File: config.mk
export PLATFORM = sky130hd
export DESIGN_NAME = jrx_deframer
export DESIGN_NICKNAME = d
export VERILOG_FILES = /design/src/rtl/jrx_pkg.sv /design/src/rtl/jrx_cfg_check.sv /design/src/rtl/jrx_lane_unpack.sv /design/src/rtl/jrx_sample_split.sv /design/src/rtl/jrx_deframer.sv
export SDC_FILE = /design/constraint.sdc
export NUM_CORES = 1
export LEC_CHECK = 0
export BUFFER_PORTS_ARGS = -buffer_cell sky130_fd_sc_hd__buf_4
export CAP_MARGIN = 20
export CORE_MARGIN = 2
export CORE_UTILIZATION = 50
export DETAILED_ROUTE_END_ITERATION = 8
export GPL_ROUTABILITY_DRIVEN = 0
export GPL_TIMING_DRIVEN = 0
export PLACE_DENSITY = 0.87
export SYNTH_ARGS = -nofsm -noshare
export SYNTH_HDL_FRONTEND = slang
export SYNTH_HIERARCHICAL = 1
export SYNTH_SLANG_ARGS = --single-unit
File: constraint.sdc
create_clock -name clk -period 1.6 [get_ports clk]
set_clock_uncertainty 0.05 [all_clocks]
set_input_delay 0.32 -clock clk [delete_from_list [all_inputs] [get_ports clk]]
set_output_delay 0.32 -clock clk [all_outputs]
set_load 0.1 [all_outputs]
File: src/rtl/jrx_pkg.sv
`timescale 1ns/1ps
package jrx_pkg;
    localparam int unsigned LANE_W = 32;
    localparam int unsigned OCT_W  = 8;

    // frames carried in one lane word
    function automatic int unsigned frames_per_word(input int unsigned f);
        return (LANE_W / OCT_W) / f;
    endfunction

    // samples per converter per clock
    function automatic int unsigned beat_depth(input int unsigned l, input int unsigned m,
                                               input int unsigned np);
        return (l * LANE_W) / (m * np);
    endfunction

    function automatic bit cfg_ok(input int unsigned l, input int unsigned m,
                                  input int unsigned s, input int unsigned np,
                                  input int unsigned n, input int unsigned f);
        bit ok;
        ok = (l >= 1) && (m >= 1) && (s >= 1) && (n >= 1);
        ok = ok && (f == 1 || f == 2 || f == 4);
        ok = ok && (np == 8 || np == 16);
        ok = ok && (n <= np);
        ok = ok && (m * s * np == l * f * OCT_W);
        ok = ok && ((l * LANE_W) % (m * np) == 0);
        return ok;
    endfunction
endpackage

File: src/rtl/jrx_cfg_check.sv
`timescale 1ns/1ps
module jrx_cfg_check #(
    parameter int unsigned L  = 2,
    parameter int unsigned M  = 2,
    parameter int unsigned S  = 1,
    parameter int unsigned NP = 16,
    parameter int unsigned N  = 14,
    parameter int unsigned F  = 2
) ();
    // reject illegal link parameter sets at elaboration
    generate
        if (!jrx_pkg::cfg_ok(L, M, S, NP, N, F)) begin : g_bad_cfg
            $error("jrx_cfg_check: illegal deframer parameter set");
        end
    endgenerate
endmodule

File: src/rtl/jrx_lane_unpack.sv
`timescale 1ns/1ps
module jrx_lane_unpack #(
    parameter int unsigned L = 2,
    parameter int unsigned F = 2
) (
    input  logic [L*jrx_pkg::LANE_W-1:0]                          lanes_i,
    output logic [jrx_pkg::frames_per_word(F)*L*F*jrx_pkg::OCT_W-1:0] frames_o
);
    localparam int unsigned OW  = jrx_pkg::OCT_W;
    localparam int unsigned LW  = jrx_pkg::LANE_W;
    localparam int unsigned FPW = jrx_pkg::frames_per_word(F);
    localparam int unsigned FB  = L * F * OW;

    // Frame j occupies [j*FB +: FB]; frame octet 0 sits at the top (MSB first).
    // lane octet k is k-th in time; R4: lane l holds frame octets l*F..l*F+F-1
    for (genvar j = 0; j < FPW; j++) begin : g_frame
        for (genvar l = 0; l < L; l++) begin : g_lane
            for (genvar o = 0; o < F; o++) begin : g_oct
                localparam int unsigned FOCT = l * F + o;
                localparam int unsigned DST  = j * FB + FB - (FOCT + 1) * OW;
                localparam int unsigned SRC  = l * LW + (j * F + o) * OW;
                assign frames_o[DST +: OW] = lanes_i[SRC +: OW];
            end
        end
    end
endmodule

File: src/rtl/jrx_sample_split.sv
`timescale 1ns/1ps
module jrx_sample_split #(
    parameter int unsigned L  = 2,
    parameter int unsigned M  = 2,
    parameter int unsigned S  = 1,
    parameter int unsigned NP = 16,
    parameter int unsigned N  = 14,
    parameter int unsigned F  = 2
) (
    input  logic [jrx_pkg::frames_per_word(F)*L*F*jrx_pkg::OCT_W-1:0] frames_i,
    output logic [M*jrx_pkg::beat_depth(L, M, NP)*N-1:0]              samples_o
);
    localparam int unsigned FPW = jrx_pkg::frames_per_word(F);
    localparam int unsigned FB  = L * F * jrx_pkg::OCT_W;
    localparam int unsigned DPW = jrx_pkg::beat_depth(L, M, NP);

    // slice each sample MSB-first, keep its top N bits
    for (genvar c = 0; c < M; c++) begin : g_conv
        for (genvar j = 0; j < FPW; j++) begin : g_frame
            for (genvar s = 0; s < S; s++) begin : g_smp
                localparam int unsigned TOP = j * FB + FB - 1 - (c * S + s) * NP;
                localparam int unsigned IDX = c * DPW + j * S + s;
                assign samples_o[IDX*N +: N] = frames_i[TOP -: N];
            end
        end
    end

    // tail bits are dropped on purpose
    logic unused_tail;
    assign unused_tail = ^frames_i;
endmodule

File: src/rtl/jrx_deframer.sv
`timescale 1ns/1ps
module jrx_deframer #(
    parameter int unsigned L  = 2,
    parameter int unsigned M  = 2,
    parameter int unsigned S  = 1,
    parameter int unsigned NP = 16,
    parameter int unsigned N  = 14,
    parameter int unsigned F  = 2,
    localparam int unsigned DPW   = jrx_pkg::beat_depth(L, M, NP),
    localparam int unsigned IN_W  = L * jrx_pkg::LANE_W,
    localparam int unsigned OUT_W = M * DPW * N
) (
    input  logic             clk,
    input  logic             rst_n,
    input  logic [IN_W-1:0]  lane_data_i,
    input  logic             lane_valid_i,
    output logic [OUT_W-1:0] smp_data_o,
    output logic             smp_valid_o
);
    localparam int unsigned FW = jrx_pkg::frames_per_word(F) * L * F * jrx_pkg::OCT_W;

    typedef struct packed {
        logic             vld;
        logic [OUT_W-1:0] smp;
    } st_t;

    st_t              st_d, st_q;
    logic [FW-1:0]    frames;
    logic [OUT_W-1:0] smp_comb;

    jrx_cfg_check #(.L(L), .M(M), .S(S), .NP(NP), .N(N), .F(F)) u_chk ();

    jrx_lane_unpack #(.L(L), .F(F)) u_unpack (
        .lanes_i  (lane_data_i),
        .frames_o (frames)
    );

    jrx_sample_split #(.L(L), .M(M), .S(S), .NP(NP), .N(N), .F(F)) u_split (
        .frames_i  (frames),
        .samples_o (smp_comb)
    );

    always_comb begin
        st_d     = st_q;
        st_d.vld = lane_valid_i;
        if (lane_valid_i) begin
            st_d.smp = smp_comb;
        end
    end

    always_ff @(posedge clk or negedge rst_n) begin
        if (!rst_n) begin
            st_q <= '0;
        end else begin
            st_q <= st_d;
        end
    end

    assign smp_data_o  = st_q.smp;
    assign smp_valid_o = st_q.vld;

    assert_reset_clear_R1: assert property (@(posedge clk)
        !rst_n |=> (!smp_valid_o && smp_data_o == '0));

    assert_valid_follows_R2: assert property (@(posedge clk) disable iff (!rst_n)
        lane_valid_i |=> smp_valid_o);

    assert_idle_follows_R2: assert property (@(posedge clk) disable iff (!rst_n)
        !lane_valid_i |=> !smp_valid_o);

    assert_hold_when_idle_R6: assert property (@(posedge clk) disable iff (!rst_n)
        !lane_valid_i |=> $stable(smp_data_o));
endmodule

==> metrics.csv, run 1 <==
stage;metric;value;unit
synth;yosysWarnings;6;
routing;wirelength;5.22;mm
finish;fill_cells;477;
setup_path;startpoint_type;flop;
setup_path;setup.worst_path.end_class;primary output;
grt;first_global_vias;1747;
power;irDropWorstVdd;0.687;mV
placement;hpwl;3.83;mm
synth;synth.cell_area;3110;um2
cts;cts.sinks;57;
synth;synth_area_per_cell;13.5;um2
die;dieWidth;82.9;um
outcome;violations;negative hold slack;
die;pin_count;124;
power;power.switching;0.00191;W
cts;clk_latency;0.32;ns
grt;grt_max_degree;58;
cts;post_cts_resized;0;
grt;grt_pass1_wl;8.65;mm
grt;antenna_found_initial;0;
power;clock_power_share;24.3;%
cts;cts_buffer_depth;2;
setup_path;path_cells;buf_4;
die;rows;28;
power;p_sw_share;41.2;%
die;core_area;5960;um2
cts;cts_setup_buffers;0;
power;p_leak;2.00;nW
routing;drt_pass1_iterations;4;
routing;wire_per_inst;13.7;um
grt;grt_util_all_layers;16.2;%
sta;rsz0062_at_grt;false;
power;p_seq_share;36.1;%
power;power_frac_comb;39.6;%
power;p_int;0.00272;W
sta;fin_crit_sh;85.9;%
min_path;hold_class;in2async;
cts;clk_pin_slew;0.06;ns
finish;final_layout_size_suffix_gt1_share;81.0;%
finish;multi_input_area;781;um2
power;power;0.00463;W
finish;syn_to_final_growth;22.5;%
outcome;outcome;finished, violations left;
finish;nets;368;
sta;max_freq;728;MHz
routing;antenna_left;0;
sta;fin_crit;1.37;ns
sta;tightest_slew;0.712;ns
cts;numCtsBuffers;9;
power;pwr_density_cell;1210;nW/um2
synth;synthCells;231;
setup_path;crit_fanout;2;
sta;tns;0;ns
sta;max-slew-margin-rel;52.5;%
setup_path;max_stage_delay;0.37;ns
die;dieArea;6860;um2
setup_path;critical-path-top-delay-family;flip-flops;
sta;hold_violations;13;
cts;cts_max_level;3;
routing;vias;1647;
routing;drt_iter0_drc;31;
setup_path;cp.required;1.23;ns
placement;dp.cells;365;
die;die_y;82.9;um
sta;hold_ws;-0.0232;ns
cts;cts_hold_buf;0;
sta;finalSetupViolCount;0;
finish;diodes;0;
setup_path;path_class;reg2out;
finish;seq_area;1430;um2
cts;tritoncts;yes;
synth;syn_nets;298;
cts;clockRootBuffer;clkbuf_8;
setup_path;worst-path-buf-inv;1;
grt;grt_overflow;0;
job;cap_violations;0;
finish;fin_cells;380;
sta;drv_slew;0;
setup_path;slowest_stage;dfrtp_1;
die;initial_utilization;52.2;%
routing;vias_per_cell;4.33;
routing;route.detailed.drc;0;
setup_path;crit_arrival;1.00;ns
placement;port_buffers;59;
[metal layers]
metal / GRT usage, % / wire (um) / part of all wire (%) / vias up
li1: - / - / - / 777
met1: 19.0 / 2060 / 39 / 781
met2: 26.1 / 2650 / 51 / 73
met3: 5.47 / 373 / 7.1 / 16
met4: 9.24 / 141 / 2.7 / 0
met5: 0 / 0 / 0 / -
[per-stage QoR]
step                util (%)  hold slack, ns  setup slack, ns  area [um2]
finish                  63.9         -0.0232            0.226        3810
global route            63.9          0.0501            0.177        3810
global placement        61.2           0.366            0.339        3650
detailed placement      61.2           0.375            0.328        3650
CTS                     63.9          0.0142            0.208        3810
floorplan                  -         -0.0256            0.292        3110
[final timing paths]
kind | start | end | slack [ns] | cells past startpoint
max | smp_data_o[36] | smp_data_o[36] | 0.23 | 1
min in group clk | lane_valid_i | smp_valid_o | 0.08 | 1
max reg2reg | smp_data_o[9] | smp_data_o[9] | 0.76 | 1
min reg2reg | smp_data_o[40] | smp_data_o[40] | 0.46 | 1
min | rst_n | smp_data_o[35] | -0.02 | 1
max in group asynchronous | rst_n | smp_data_o[11] | 1.02 | 1
[registers in the layout (all words and copies together) (netlist names)]
register / count
smp_data_o: 56
smp_valid_o: 1
[power by group through the flow]
stage	registers [W]	clock network (W)	logic, W
floorplan	0.00274	0	0.000446
global placement	0.00169	0	0.00182
detailed placement	0.00169	0	0.00184
CTS	0.00167	0.00115	0.00185
global route	0.00169	0.00124	0.00188
finish	0.00167	0.00112	0.00183
[layout by cell type, fill, tap and decap left out]
cell and n:
buf_4 171, dfrtp_1 57, mux2_4 40, mux2_2 16
clkbuf_8 10, buf_6 5, clkinv_2 4, buf_2 1
clkbuf_1 1
[area by class of cell]
cell class                      instances  area share (%)
Clock buffer                           11            3.71
Tap cell                               75            2.46
Timing Repair Buffer                   59            11.6
Sequential cell                        57            37.5
Buffer                                118            23.7
Clock inverter                          4           0.526
Multi-Input combinational cell         56            20.5
Note: power is estimated with default switching activity, not from simulation.
==> inputs of run 2 (changes only) <==
BUFFER_PORTS_ARGS = -buffer_cell sky130_fd_sc_hd__buf_2   (was -buffer_cell sky130_fd_sc_hd__buf_4)
==> run 2 against run 1 <==
  * The run now ends clean
  * Total power grew 6.4%
  * Critical path type unchanged
  * Highest routed layer unchanged
  * Final cell count grew 0.79%
  * Critical endpoint is now smp_data_o[41]
  * Critical path depth is the same
==> metrics.csv, run 2 (synthesis gave the netlist of run 1 again) <==
stage;metric;value;unit;change
power;p_seq_share;33.7;%;was 36.1%
setup_path;critical-path-top-delay-family;buffers and inverters;;was flip-flops
grt;antenna_found_initial;0;;unchanged
grt;grt_overflow;0;;unchanged
sta;finalSetupViolCount;0;;unchanged
min_path;hold_class;in2reg;;was in2async
power;p_int;0.00301;W;was 0.00272 W
placement;port_buffers;59;;unchanged
sta;tightest_slew;0.558;ns;was 0.712 ns
grt;busiest_layer;met2;;unchanged
finish;diodes;0;;unchanged
cts;clk_pin_slew;0.07;ns;was 0.06 ns
grt;grt_max_degree;35;;was 58
placement;hpwl;3.75;mm;was 3.83 mm
grt;use_met2;25.3;%;was 26.1%
cts;clk_latency;0.32;ns;about the same
finish;final_cell_mix;buf_4 (112), buf_2 (60), dfrtp_1 (57), mux2_4 (40), mux2_2 (16);;was buf_4 (171), dfrtp_1 (57), mux2_4 (40), mux2_2 (16), clkbuf_8 (10)
cts;post_cts_resized;0;;unchanged
die;dieArea;6860;um2;unchanged
finish;nets;370;;was 368
placement;dp.cells;366;;was 365
grt;first_global_vias;1744;;was 1,747
routing;drt_pass1_iterations;2;;was 4
setup_path;r2r_cells;1;;unchanged
sta;fin_crit_sh;94.2;%;was 85.9%
job;cap_violations;0;;unchanged
die;rows;28;;unchanged
finish;final_layout_size_suffix_gt1_share;81.2;%;was 81.0%
sta;hold_violations;0;;was 13
finish;fin_cells;383;;was 380
setup_path;cp.required;1.23;ns;about the same
sta;hold_ws;0.0929;ns;was -0.0232 ns
grt;grt_pass1_wl;8.47;mm;was 8.65 mm
routing;antenna_left;0;;unchanged
sta;max-slew-margin-rel;62.8;%;was 52.5%
routing;route.detailed.drc;0;;unchanged
outcome;outcome;completed;;was finished, violations left
routing;vias_per_cell;4.33;;about the same
setup_path;worst-path-buf-inv;1;;unchanged
sta;fin_crit;1.51;ns;was 1.37 ns
routing;drt_iter0_drc;43;;was 31
routing;vias;1658;;was 1,647
sta;tns;0;ns;unchanged
power;p_leak;1.99;nW;was 2.00 nW
die;dieWidth;82.9;um;unchanged
die;die_y;82.9;um;unchanged
cts;cts.sinks;57;;unchanged
grt;grt_util_all_layers;15.6;%;was 16.2%
grt;grt.met1_usage;19.1;%;was 19.0%
setup_path;setup.worst_path.end_class;primary output;;unchanged
min_path;holdPathStages;1;;
setup_path;crit_fanout;2;;unchanged
finish;mostFrequentLayoutCell;buf_4;;unchanged
cts;cts_buffer_depth;2;;unchanged
setup_path;path_class;reg2out;;unchanged
grt;grt_use_met3;4.97;%;was 5.47%
power;clock_power_share;30.7;%;was 24.3%
die;pin_count;124;;unchanged
die;core_area;5960;um2;unchanged
power;pwr_density_cell;1310;nW/um2;was 1210 nW/um2
cts;clockRootBuffer;clkbuf_8;;unchanged
sta;rsz0062_at_grt;false;;unchanged
setup_path;max_stage_delay;0.44;ns;was 0.37 ns
cts;numCtsBuffers;9;;unchanged
setup_path;startpoint_type;flop;;unchanged
cts;cts_hold_buf;1;;was 0
setup_path;crit_cells;1;;unchanged
power;p_sw_share;38.8;%;was 41.2%
finish;fill_cells;452;;was 477
sta;drv_slew;0;;unchanged
cts;cts_setup_buffers;0;;unchanged
routing;wire_per_inst;13.1;um;was 13.7 um
power;power_frac_comb;35.5;%;was 39.6%
setup_path;crit_arrival;1.14;ns;was 1.00 ns
power;irDropWorstVdd;0.714;mV;was 0.687 mV
setup_path;path_cells;buf_2;;was buf_4
die;initial_utilization;52.2;%;unchanged
sta;max_freq;663;MHz;was 728 MHz
power;power.switching;0.00191;W;about the same
cts;tritoncts;yes;;unchanged
routing;wirelength;5.00;mm;was 5.22 mm
finish;syn_to_final_growth;20.8;%;was 22.5%
cts;cts_max_level;3;;unchanged
setup_path;slowest_stage;buf_2;;was dfrtp_1
finish;largest_register_ffs;56;;unchanged
-- run 2: cell types whose count changed in the layout (fill, tap and decap cells not counted), sizes merged --
cell and change:
clkinvlp +1, clkinv -2, bufinv +2, buf +1, dlygate4sd3 +1
-- run 2: area by class of cell --
cell class	count	area (um2)	share of cell area [%]
Tap cell	75	93.8	2.50
Clock inverter	5	77.6	2.06
Timing Repair Buffer	61	325	8.66
Buffer	118	902	24.0
Multi-Input combinational cell	56	781	20.8
Sequential cell	57	1430	38.0
Clock buffer	11	151	4.03
-- run 2: worst paths after layout --
path | startpoint | to | slack (ns)
max | smp_data_o[41] | smp_data_o[41] | 0.09
min in group asynchronous | rst_n | smp_data_o[39] | 0.47
min reg2reg | smp_data_o[10] | smp_data_o[10] | 0.46
max in group asynchronous | rst_n | smp_data_o[51] | 0.46
max reg2reg | smp_data_o[35] | smp_data_o[35] | 0.77
min | lane_valid_i | smp_valid_o | 0.09
-- run 2: power groups by stage --
| stage | Sequential, W | Combinational (W) | Clock (W) |
|---|---|---|---|
| 2_1_floorplan | 0.00274 | 0.000446 | 0 |
| 3_3_place_gp | 0.00168 | 0.00173 | 0 |
| 3_5_place_dp | 0.00168 | 0.00176 | 0 |
| 4_1_cts | 0.00166 | 0.00176 | 0.00154 |
| 5_1_grt | 0.00168 | 0.00180 | 0.00163 |
| 6_report | 0.00166 | 0.00175 | 0.00151 |
-- run 2: metal layers --
layer	wire length (um)	vias up
met4	72	0
met3	321	10
met1	2040	797
met2	2570	66
li1	-	785
met5	0	-
-- run 2: metrics by stage --
stage          util [%]  instance area, um2  power (W)  setup slack, ns
3_3_place_gp       58.7                3500    0.00341            0.134
3_5_place_dp       59.1                3520    0.00345            0.300
4_1_cts            63.1                3760    0.00497           0.0894
2_1_floorplan         -                3110    0.00319            0.292
5_1_grt            63.1                3760    0.00511           0.0453
6_report           63.1                3760    0.00492           0.0926
